[src/rtl/lic_cmd_pkg.sv]
package lic_cmd_pkg;

    localparam int REG_W   = 8;
    localparam int CNT_W   = 16;
    localparam int ADDR_W  = 3;
    localparam int N_SHOT  = 4;

    // bit positions inside the command register
    localparam int B_RST      = 7;
    localparam int B_BPV      = 6;
    localparam int B_PRBS_INS = 5;
    localparam int B_CENTER   = 4;
    localparam int B_SNAP_PRB = 3;
    localparam int B_SNAP_CV  = 2;

    typedef enum logic [ADDR_W-1:0] {
        A_CMD     = 3'd0,
        A_PRBS_LO = 3'd1,
        A_PRBS_HI = 3'd2,
        A_CV_LO   = 3'd3,
        A_CV_HI   = 3'd4
    } reg_addr_e;

    // one-shot index i sits at register bit (7 - i)
    function automatic int shot_bit(input int idx);
        return B_RST - idx;
    endfunction

    function automatic logic [CNT_W-1:0] sat_inc(input logic [CNT_W-1:0] v);
        return (v == {CNT_W{1'b1}}) ? v : v + 1'b1;
    endfunction

endpackage

[src/rtl/lic_oneshot.sv]
module lic_oneshot (
    input  logic clk,
    input  logic rst,
    input  logic ce,
    input  logic set,
    output logic pending,
    output logic pulse
);
    logic s1, s2, fire;

    assign fire = ce && s2 && pending;

    always_ff @(posedge clk) begin
        if (rst) begin
            pending <= 1'b0;
            s1      <= 1'b0;
            s2      <= 1'b0;
            pulse   <= 1'b0;
        end else begin
            pulse <= fire;
            if (set)       pending <= 1'b1;
            else if (fire) pending <= 1'b0;
            if (fire) begin
                s1 <= 1'b0;
                s2 <= 1'b0;
            end else if (ce) begin
                s1 <= pending;
                s2 <= s1 && pending;
            end
        end
    end

    // a command pulse lasts a single clock
    a_r3_single_pulse: assert property (@(posedge clk) disable iff (rst)
        pulse |=> !pulse);

    // a pending bit only drops when its pulse is issued
    a_r2_hw_clear_only: assert property (@(posedge clk) disable iff (rst)
        $fell(pending) |-> pulse);

endmodule

[src/rtl/lic_err_counter.sv]
module lic_err_counter
    import lic_cmd_pkg::*;
(
    input  logic             clk,
    input  logic             rst,
    input  logic             ce,
    input  logic             err,
    input  logic             arm_set,
    input  logic             hi_rd,
    output logic             armed,
    output logic [CNT_W-1:0] hold
);
    logic [CNT_W-1:0] live;
    logic             armed_q;
    logic             snap;

    assign snap = armed && !armed_q;

    always_ff @(posedge clk) begin
        if (rst) begin
            live    <= '0;
            hold    <= '0;
            armed   <= 1'b0;
            armed_q <= 1'b0;
        end else begin
            armed_q <= armed;
            if (arm_set)    armed <= 1'b1;
            else if (hi_rd) armed <= 1'b0;
            if (snap) begin
                hold <= live;
                live <= '0;
            end else if (ce && err) begin
                live <= sat_inc(live);
            end
        end
    end

    // a full counter never wraps
    a_r5_no_overflow: assert property (@(posedge clk) disable iff (rst)
        (live == {CNT_W{1'b1}} && !snap) |=> live == {CNT_W{1'b1}});

    // a snapshot bit is released only by a high-byte read
    a_r7_release_on_hi: assert property (@(posedge clk) disable iff (rst)
        $fell(armed) |-> $past(hi_rd));

endmodule

[src/rtl/lic_cmd_ctrl.sv]
module lic_cmd_ctrl
    import lic_cmd_pkg::*;
#(
    parameter int EB_W = 8
) (
    input  logic              clk,
    input  logic              rst,
    input  logic              line_ce,
    input  logic              wr_en,
    input  logic              rd_en,
    input  logic [ADDR_W-1:0] addr,
    input  logic [REG_W-1:0]  wdata,
    output logic [REG_W-1:0]  rdata,
    input  logic              auto_cnt_mode,
    input  logic              prbs_err_in,
    input  logic              cv_err_in,
    input  logic [EB_W-1:0]   eb_size,
    output logic              line_rst_p,
    output logic              bpv_ins_p,
    output logic              prbs_ins_p,
    output logic              eb_center_p,
    output logic [EB_W-1:0]   eb_center_depth
);
    localparam int HALF = CNT_W / 2;

    logic              wr_cmd;
    logic [N_SHOT-1:0] shot_pend, shot_pulse;
    logic              prb_armed, cv_armed;
    logic [CNT_W-1:0]  prb_hold, cv_hold;
    logic              snap_ok;
    logic [REG_W-1:0]  cmd_view;

    assign wr_cmd  = wr_en && (addr == A_CMD);
    assign snap_ok = wr_cmd && !auto_cnt_mode;

    for (genvar i = 0; i < N_SHOT; i++) begin : g_shot
        lic_oneshot u_shot (
            .clk     (clk),
            .rst     (rst),
            .ce      (line_ce),
            .set     (wr_cmd && wdata[shot_bit(i)]),
            .pending (shot_pend[i]),
            .pulse   (shot_pulse[i])
        );
    end

    assign line_rst_p  = shot_pulse[0];
    assign bpv_ins_p   = shot_pulse[1];
    assign prbs_ins_p  = shot_pulse[2];
    assign eb_center_p = shot_pulse[3];

    lic_err_counter u_prbs_cnt (
        .clk     (clk),
        .rst     (rst),
        .ce      (line_ce),
        .err     (prbs_err_in),
        .arm_set (snap_ok && wdata[B_SNAP_PRB]),
        .hi_rd   (rd_en && addr == A_PRBS_HI),
        .armed   (prb_armed),
        .hold    (prb_hold)
    );

    lic_err_counter u_cv_cnt (
        .clk     (clk),
        .rst     (rst),
        .ce      (line_ce),
        .err     (cv_err_in),
        .arm_set (snap_ok && wdata[B_SNAP_CV]),
        .hi_rd   (rd_en && addr == A_CV_HI),
        .armed   (cv_armed),
        .hold    (cv_hold)
    );

    always_comb begin
        cmd_view = '0;
        for (int i = 0; i < N_SHOT; i++) cmd_view[shot_bit(i)] = shot_pend[i];
        cmd_view[B_SNAP_PRB] = prb_armed;
        cmd_view[B_SNAP_CV]  = cv_armed;
    end

    always_comb begin
        unique case (addr)
            A_CMD:     rdata = cmd_view;
            A_PRBS_LO: rdata = prb_hold[HALF-1:0];
            A_PRBS_HI: rdata = prb_hold[CNT_W-1:HALF];
            A_CV_LO:   rdata = cv_hold[HALF-1:0];
            A_CV_HI:   rdata = cv_hold[CNT_W-1:HALF];
            default:   rdata = '0;
        endcase
    end

    always_ff @(posedge clk) begin
        if (rst)              eb_center_depth <= '0;
        else if (eb_center_p) eb_center_depth <= eb_size >> 1;
    end

    // a snapshot bit cannot be raised while automatic mode is on
    a_r8_auto_blocks: assert property (@(posedge clk) disable iff (rst)
        $rose(prb_armed) |-> !$past(auto_cnt_mode));

    // centering target follows the selected buffer size
    a_r9_center_half: assert property (@(posedge clk) disable iff (rst)
        eb_center_p |=> eb_center_depth == ($past(eb_size) >> 1));

endmodule

[config.mk]
export PLATFORM = sky130hd
export DESIGN_NAME = lic_cmd_ctrl
export DESIGN_NICKNAME = d
export VERILOG_FILES = /design/src/rtl/lic_cmd_pkg.sv /design/src/rtl/lic_oneshot.sv /design/src/rtl/lic_err_counter.sv /design/src/rtl/lic_cmd_ctrl.sv
export SDC_FILE = /design/constraint.sdc
export NUM_CORES = 1
export LEC_CHECK = 0
export BUFFER_PORTS_ARGS = -buffer_cell sky130_fd_sc_hd__clkbuf_2
export CORE_MARGIN = 3
export CORE_UTILIZATION = 63
export DETAILED_ROUTE_END_ITERATION = 8
export HOLD_SLACK_MARGIN = 0.15
export PLACE_DENSITY = 0.85
export SYNTH_ARGS = -nofsm -noshare
export SYNTH_HDL_FRONTEND = slang
export SYNTH_HIERARCHICAL = 1
export SYNTH_SLANG_ARGS = --single-unit
[constraint.sdc]
create_clock -name clk -period 2.97 [get_ports clk]
set_input_delay 0.297 -clock clk [delete_from_list [all_inputs] [get_ports clk]]
set_output_delay 0.297 -clock clk [all_outputs]
set_load 0.005 [all_outputs]
==> out/metrics.csv, run 1 <==
stage;metric;value;unit
worst_setup_path;crit-path cells;clkbuf_2 -> and2b_1 -> a22oi_1 -> o21ai_1 -> clkbuf_2;
floorplanning;die width;87.9;microns
clock_tree;Worst-Skew Late Latency;0.35;ns
final_layout;antenna cells;0;
place;Final GP Congestion;0.886;
worst_setup_path;CP max stage delay;0.48;ns
flow_run;max-cap viol count;0;
logic_synthesis;sequential fraction of the synthesis area;0.431;
logic_synthesis;Syn Area/Cell;8.57;sq um
routing;1st-pass router iterations;5;
worst_setup_path;Crit path max-delay family;simple AND/OR/NAND/NOR gates;
routing;Post-Route WL;9820;microns
timing;RSZ-0062 raised after global routing;no;
global_routing;vias in the first global route;3436;
final_layout;Util after Layout;0.721;
clock_tree;post-CTS setup buffers;0;
timing;Final Hold Fails;0;
logic_synthesis;Mapped Area;4220;sq um
worst_hold_path;HP Class;in2reg;
worst_setup_path;crit-path max FO;19;
final_layout;share of layout cells above drive strength 1;0.153;
timing;Final Worst Setup Slack;1.08;ns
clock_tree;CTS H-Tree Depth;3;
logic_synthesis;Post-Syn Nets;522;
timing;slew margin rel.;0.486;
timing;Final Critical Period;1.89;ns
worst_setup_path;CP most frequent cell;clkbuf_2;
global_routing;largest net degree at the start of global routing;39;
worst_setup_path;worst path arrival time;1.60;ns
clock_tree;Hold Buf Count CTS;0;
global_routing;Global Route Usage Sum;0.263;
routing;drt via density;6.27;
global_routing;grt met2 use;0.438;
timing;setup TNS;0;ns
routing;# DRC;0;
worst_setup_path;Crit path required time;2.67;ns
final_layout;most frequent cells in the layout;dfxtp_1 (91), nand2_1 (90), a21oi_1 (58), clkbuf_2 (42), mux2i_1 (22);
floorplanning;core area;6420;sq um
final_layout;commonest non-fill, non-tap cell in the layout;dfxtp_1;
place;Post-Place Worst Slack;1.04;ns
worst_setup_path;CP max stage cell;and2b_1;
logic_synthesis;most frequently used flop master after synthesis;dfxtp_1;
power_and_ir_drop;Peak VDD IR;0.211;mV
logic_synthesis;number of synthesized flops with an enable pin;0;
clock_tree;CTS sink count;91;
clock_tree;buffer type at the clock tree root;clkbuf_8;
logic_synthesis;Post-synth ARST share;0;
clock_tree;Reg clk slew, reported paths;0.09;ns
routing;DRT iter0 DRCs;260;
global_routing;gr ovfl total;0;
timing;fmax;0.528;GHz
timing;worst hold margin;0.177;ns
place;number of I/O port buffers;42;
logic_synthesis;Synth cell types;54;
routing;Vias;3808;
power_and_ir_drop;Power Density;472;nW/um^2
timing;Final Max Tran Viols;0;
timing;Clock Skews;0.00753;ns
routing;post-route ant nets;0;
timing;# setup viols final;0;
power_and_ir_drop;Leakage Power;1.67;nW
clock_tree;TritonCTS clock tree;done;
routing;DR WL/cell;16.2;microns
global_routing;met1 usage;0.337;
logic_synthesis;Mapped Cells;493;
floorplanning;die height;87.9;microns
global_routing;first-pass GRT wire length;16000;microns
timing;Worst-Margin Slew;0.768;ns
global_routing;initial antenna violation count;0;
final_layout;Final #Nets;554;
clock_tree;CTS Buf Count;9;
worst_setup_path;crit path kind;in2out;
global_routing;busiest layer in global routing;met2;
logic_synthesis;synth warn;6;
logic_synthesis;#FFs+latches synth;91;
floorplanning;I/O pins;47;
worst_setup_path;Worst setup SP type;primary input;
floorplanning;Initial Utilization;0.658;
outcome;status;finished, final reports clean;
final_layout;area grow syn2layout;9.69;%
global_routing;met3 usage;0.0546;
clock_tree;CTS max path bufs;2;
floorplanning;DIE AREA;7720;sq um
worst_setup_path;Crit. End Element;output port;
worst_setup_path;WP buf/inv;2;
place;Post-DP HPWL;6900;microns
floorplanning;# rows;29;
clock_tree;PostCTS Resize Cnt;0;
timing;final worst-path cycle share;0.638;
## cells by family (layout without fill, tap and decap cells)
family,count (synthesis),count (layout),share of synthesized area
and+or+nand+nor,220,220,0.281
AOI/OAI and AO/OA,123,123,0.186
adders and majority gates,2,2,0.00592
buffers and inverters,34,71,0.0433
muxes,22,22,0.0521
other,1,1,0.000888
DFF,91,91,0.431
## routing by layer
layer,routed length (microns),share of wire,vias to the layer above
met4,184,0.019,0
met1,4340,0.44,1771
met3,635,0.065,22
met5,0,0,-
li1,-,-,1843
met2,4660,0.47,172
## registers in the layout (all words and copies together) (netlist names)
signal                 count
u_cv_cnt/hold             16
u_cv_cnt/live             16
u_prbs_cnt/hold           16
u_prbs_cnt/live           16
eb_center_depth            7
g_shot.u_shot/pending      4
g_shot.u_shot/pulse        4
g_shot.u_shot/s1           4
g_shot.u_shot/s2           4
u_cv_cnt/armed             1
u_cv_cnt/armed_q           1
u_prbs_cnt/armed           1
u_prbs_cnt/armed_q         1
## final timing paths
path,start,endpoint,slack [ns],cells past startpoint
min,eb_size[3],eb_center_depth[2]$_SDFFE_PP0P_,0.18,3
max reg2reg,u_prbs_cnt/live[0]$_SDFFE_PP0P_,u_prbs_cnt/live[10]$_SDFFE_PP0P_,1.08,5
min reg2reg,u_prbs_cnt/hold[8]$_SDFFE_PP0P_,u_prbs_cnt/hold[8]$_SDFFE_PP0P_,0.46,2
max,addr[0],rdata[7],1.08,5
## cells in the mapped netlist (5+ instances only)
library cell  instances  area (sq um)
a22oi_1               5          37.5
nand4_1               6          37.5
nand2_1              90           338
o41ai_1               6          52.6
o21ai_0              12          60.1
or3_1                12          75.1
nand4b_1              6          52.6
and2b_2               5          43.8
buf_2                 8          40.0
nor3_1                6          30.0
o21ai_1               5          25.0
a2bb2oi_1             5          43.8
a21oi_1              58           290
dfxtp_1              91          1820
nand2b_1             13          81.3
nand3_1              16          80.1
clkbuf_1             12          45.0
nor2_1               20          75.1
mux2i_1              22           220
nor2b_1               5          31.3
## report_power, final
part	internal (mW)	switching (mW)	total (mW)
registers	1.22	0.00687	1.23
clock network	0.412	0.439	0.851
logic	0.0382	0.0644	0.103
## cell type report
type | instances | area, sq um
clock buffers | 10 | 138
clock inverters | 6 | 65.1
fillers | 484 | 1790
inverters | 4 | 15.0
multi-input cells | 368 | 2220
flip-flops and latches | 91 | 1820
well taps | 77 | 96.3
repair buffers | 51 | 278
## worst min-delay path: cells and delay by family
kind	cells	cell delay [ns]
buf+inv	1	0.07
simple gates	1	0.07
mux	1	0.05
## stage by stage
stage          cells  area (sq um)  total power, mW
6_report         607          4630             2.19
5_1_grt          607          4630             2.26
4_1_cts          607          4630             2.19
3_5_place_dp     591          4430             1.36
3_3_place_gp     591          4430             1.36
2_1_floorplan    493          4220             1.32
No activity file was read; power rests on OpenSTA's default activity.
==> inputs of run 2 (changes only) <==
Settings changed: CORE_UTILIZATION 63 to 53, PLACE_DENSITY 0.85 to 0.76.
Clock period 2.97 ns to 1.6 ns, I/O delays scaled along.
==> run 2 against run 1 <==
Compared with the run above:
- hold slack worse by 0.035 ns
- total power rose by 83%
- register-to-register slack worse by 1.1 ns
- highest routed layer unchanged
- clock skew about the same
- global-route usage decreased by 2.5 points
- combinational power grew 140%
- non-clock buffer count increased by 54
- core utilization decreased by 2.8 points
- largest cell class unchanged
- worst setup slack lost 1.1 ns
- critical path depth unchanged
- sequential share of layout area fell by 3.8 points
==> out/metrics.csv, run 2 (synthesis gave the netlist of run 1 again) <==
stage;metric;value;unit
timing;setup TNS;0;ns
clock_tree;CTS Buf Count;9;
final_layout;Final #Nets;608;
place;number of I/O port buffers;42;
clock_tree;CTS sink count;91;
timing;Final Hold Fails;0;
power_and_ir_drop;Peak VDD IR;0.446;mV
worst_setup_path;worst path arrival time;1.88;ns
flow_run;max-cap viol count;0;
floorplanning;die height;95.3;microns
clock_tree;buffer type at the clock tree root;clkbuf_8;
timing;final worst-path cycle share;0.997;
clock_tree;TritonCTS clock tree;done;
global_routing;vias in the first global route;3681;
final_layout;share of layout cells above drive strength 1;0.257;
timing;slew margin rel.;0.662;
floorplanning;die width;95.3;microns
worst_setup_path;Crit path max-delay family;simple AND/OR/NAND/NOR gates;
worst_setup_path;crit-path cells;nand4_1 -> buf_4 -> nor2_1 -> or4b_1 -> a21oi_1;
timing;Clock Skews;0.00706;ns
place;Placed Area;4730;sq um
clock_tree;CTS max path bufs;2;
routing;post-route ant nets;0;
power_and_ir_drop;Leakage Power;1.94;nW
outcome;status;finished, final reports clean;
worst_setup_path;Crit path required time;1.89;ns
routing;1st-pass router iterations;7;
floorplanning;core area;7490;sq um
final_layout;most frequent cells in the layout;nand2_1 (90), dfxtp_1 (79), a21oi_1 (56), buf_4 (48), clkbuf_2 (42);
worst_setup_path;WP buf/inv;1;
routing;wire length on met1;4750;microns
timing;# setup viols final;0;
floorplanning;Initial Utilization;0.564;
final_layout;commonest non-fill, non-tap cell in the layout;nand2_1;
worst_setup_path;crit-path max FO;5;
final_layout;area grow syn2layout;23.0;%
clock_tree;Reg clk slew, reported paths;0.10;ns
power_and_ir_drop;Power Density;771;nW/um^2
timing;Final Critical Period;1.59;ns
worst_setup_path;Crit. End Element;register;
timing;Final Max Tran Viols;0;
global_routing;first-pass GRT wire length;17000;microns
place;Final GP Congestion;0.921;
routing;Met2 Wirelength;5200;microns
final_layout;fin area;5190;sq um
timing;Worst-Margin Slew;0.506;ns
routing;DR WL/cell;15.6;microns
routing;# DRC;0;
worst_setup_path;CP max stage cell;or4b_1;
global_routing;Global Route Usage Sum;0.238;
routing;Post-Route WL;10600;microns
final_layout;antenna cells;0;
worst_setup_path;Worst setup SP type;register;
floorplanning;I/O pins;47;
routing;met3 wire len;567;microns
clock_tree;CTS H-Tree Depth;3;
floorplanning;# rows;31;
routing;drt via density;5.84;
global_routing;gr ovfl total;0;
routing;DRT iter0 DRCs;331;
worst_hold_path;HP Class;in2reg;
timing;fmax;0.627;GHz
power_and_ir_drop;Power Total;4.00;mW
global_routing;largest net degree at the start of global routing;27;
global_routing;initial antenna violation count;0;
clock_tree;Worst-Skew Late Latency;0.37;ns
worst_setup_path;CP max stage delay;0.49;ns
floorplanning;DIE AREA;9070;sq um
place;Post-DP HPWL;7380;microns
routing;Top Metal Used;met4;
routing;Vias;3986;
worst_setup_path;crit path kind;reg2reg;
run 2: cell count changes in the layout (fill, tap and decap cells not counted), moves of 3 or more:
cell           delta
buf_4            +39
dfxtp_2           +9
nand3_2           +4
dfxtp_4           +3
dlygate4sd3_1    +14
nand3_1           -4
dfxtp_1          -12
run 2: layout make-up:
| class | count | area [sq um] |
|---|---|---|
| inverter | 4 | 15.0 |
| timing repair buffer | 105 | 731 |
| sequential | 91 | 1840 |
| fill | 587 | 2290 |
| clock inverter | 7 | 61.3 |
| clock buffer | 9 | 124 |
| tap | 99 | 124 |
| multi-input combinational | 368 | 2290 |
run 2: per-layer routing:
layer | GRT usage | up-vias
met3 | 0.0466 | 13
met5 | 0 | -
met2 | 0.400 | 125
met4 | 0.0817 | 0
li1 | - | 1954
met1 | 0.304 | 1894
run 2: worst paths after layout:
check,from,depth (start not counted),slack (ns),endpoint
hold reg to reg,u_cv_cnt/hold[10]$_SDFFE_PP0P_,2,0.46,u_cv_cnt/hold[10]$_SDFFE_PP0P_
hold / removal,wdata[6],3,0.14,g_shot[1].u_shot/pending$_SDFFE_PP0P_
setup / recovery,u_cv_cnt/live[13]$_SDFFE_PP0P_,5,0.005,u_cv_cnt/live[13]$_SDFFE_PP0P_
setup reg to reg,u_cv_cnt/live[13]$_SDFFE_PP0P_,5,0.005,u_cv_cnt/live[13]$_SDFFE_PP0P_
run 2: through the flow:
| stage | instances | utilization | worst slack, ns | hold WS [ns] |
|---|---|---|---|---|
| 6_report | 683 | 0.694 | 0.00541 | 0.143 |
| 5_1_grt | 683 | 0.694 | -0.0889 | 0.165 |
| 4_1_cts | 676 | 0.675 | 0.0148 | 0.150 |
| 3_5_place_dp | 646 | 0.631 | -0.00920 | 0.416 |
| 3_3_place_gp | 646 | 0.631 | 0.0188 | 0.396 |
| 2_1_floorplan | 493 | - | 0.00790 | 0.229 |
run 2: worst register-to-register path, stage by stage, from the launching register on:
cell and delay (ns):
dfxtp_4 0.37, nand4_1 0.25, buf_4 0.17, nor2_1 0.04, or4b_1 0.49, a21oi_1 0.19
run 2: what timing repair did:
item	4_1_cts	5_1_grt
endpoints found under the hold margin	16	0
cloned	0	0
endpoints found under the setup margin	2	22
hold buffers	14	0
resized for setup	1	31
pin swaps	0	4
setup buffers	0	7
run 2: power breakdown:
group          switching (mW)  internal (mW)  total (mW)
logic                   0.138          0.112       0.249
clock network           0.884          0.591        1.47
registers             0.00951           2.27        2.28
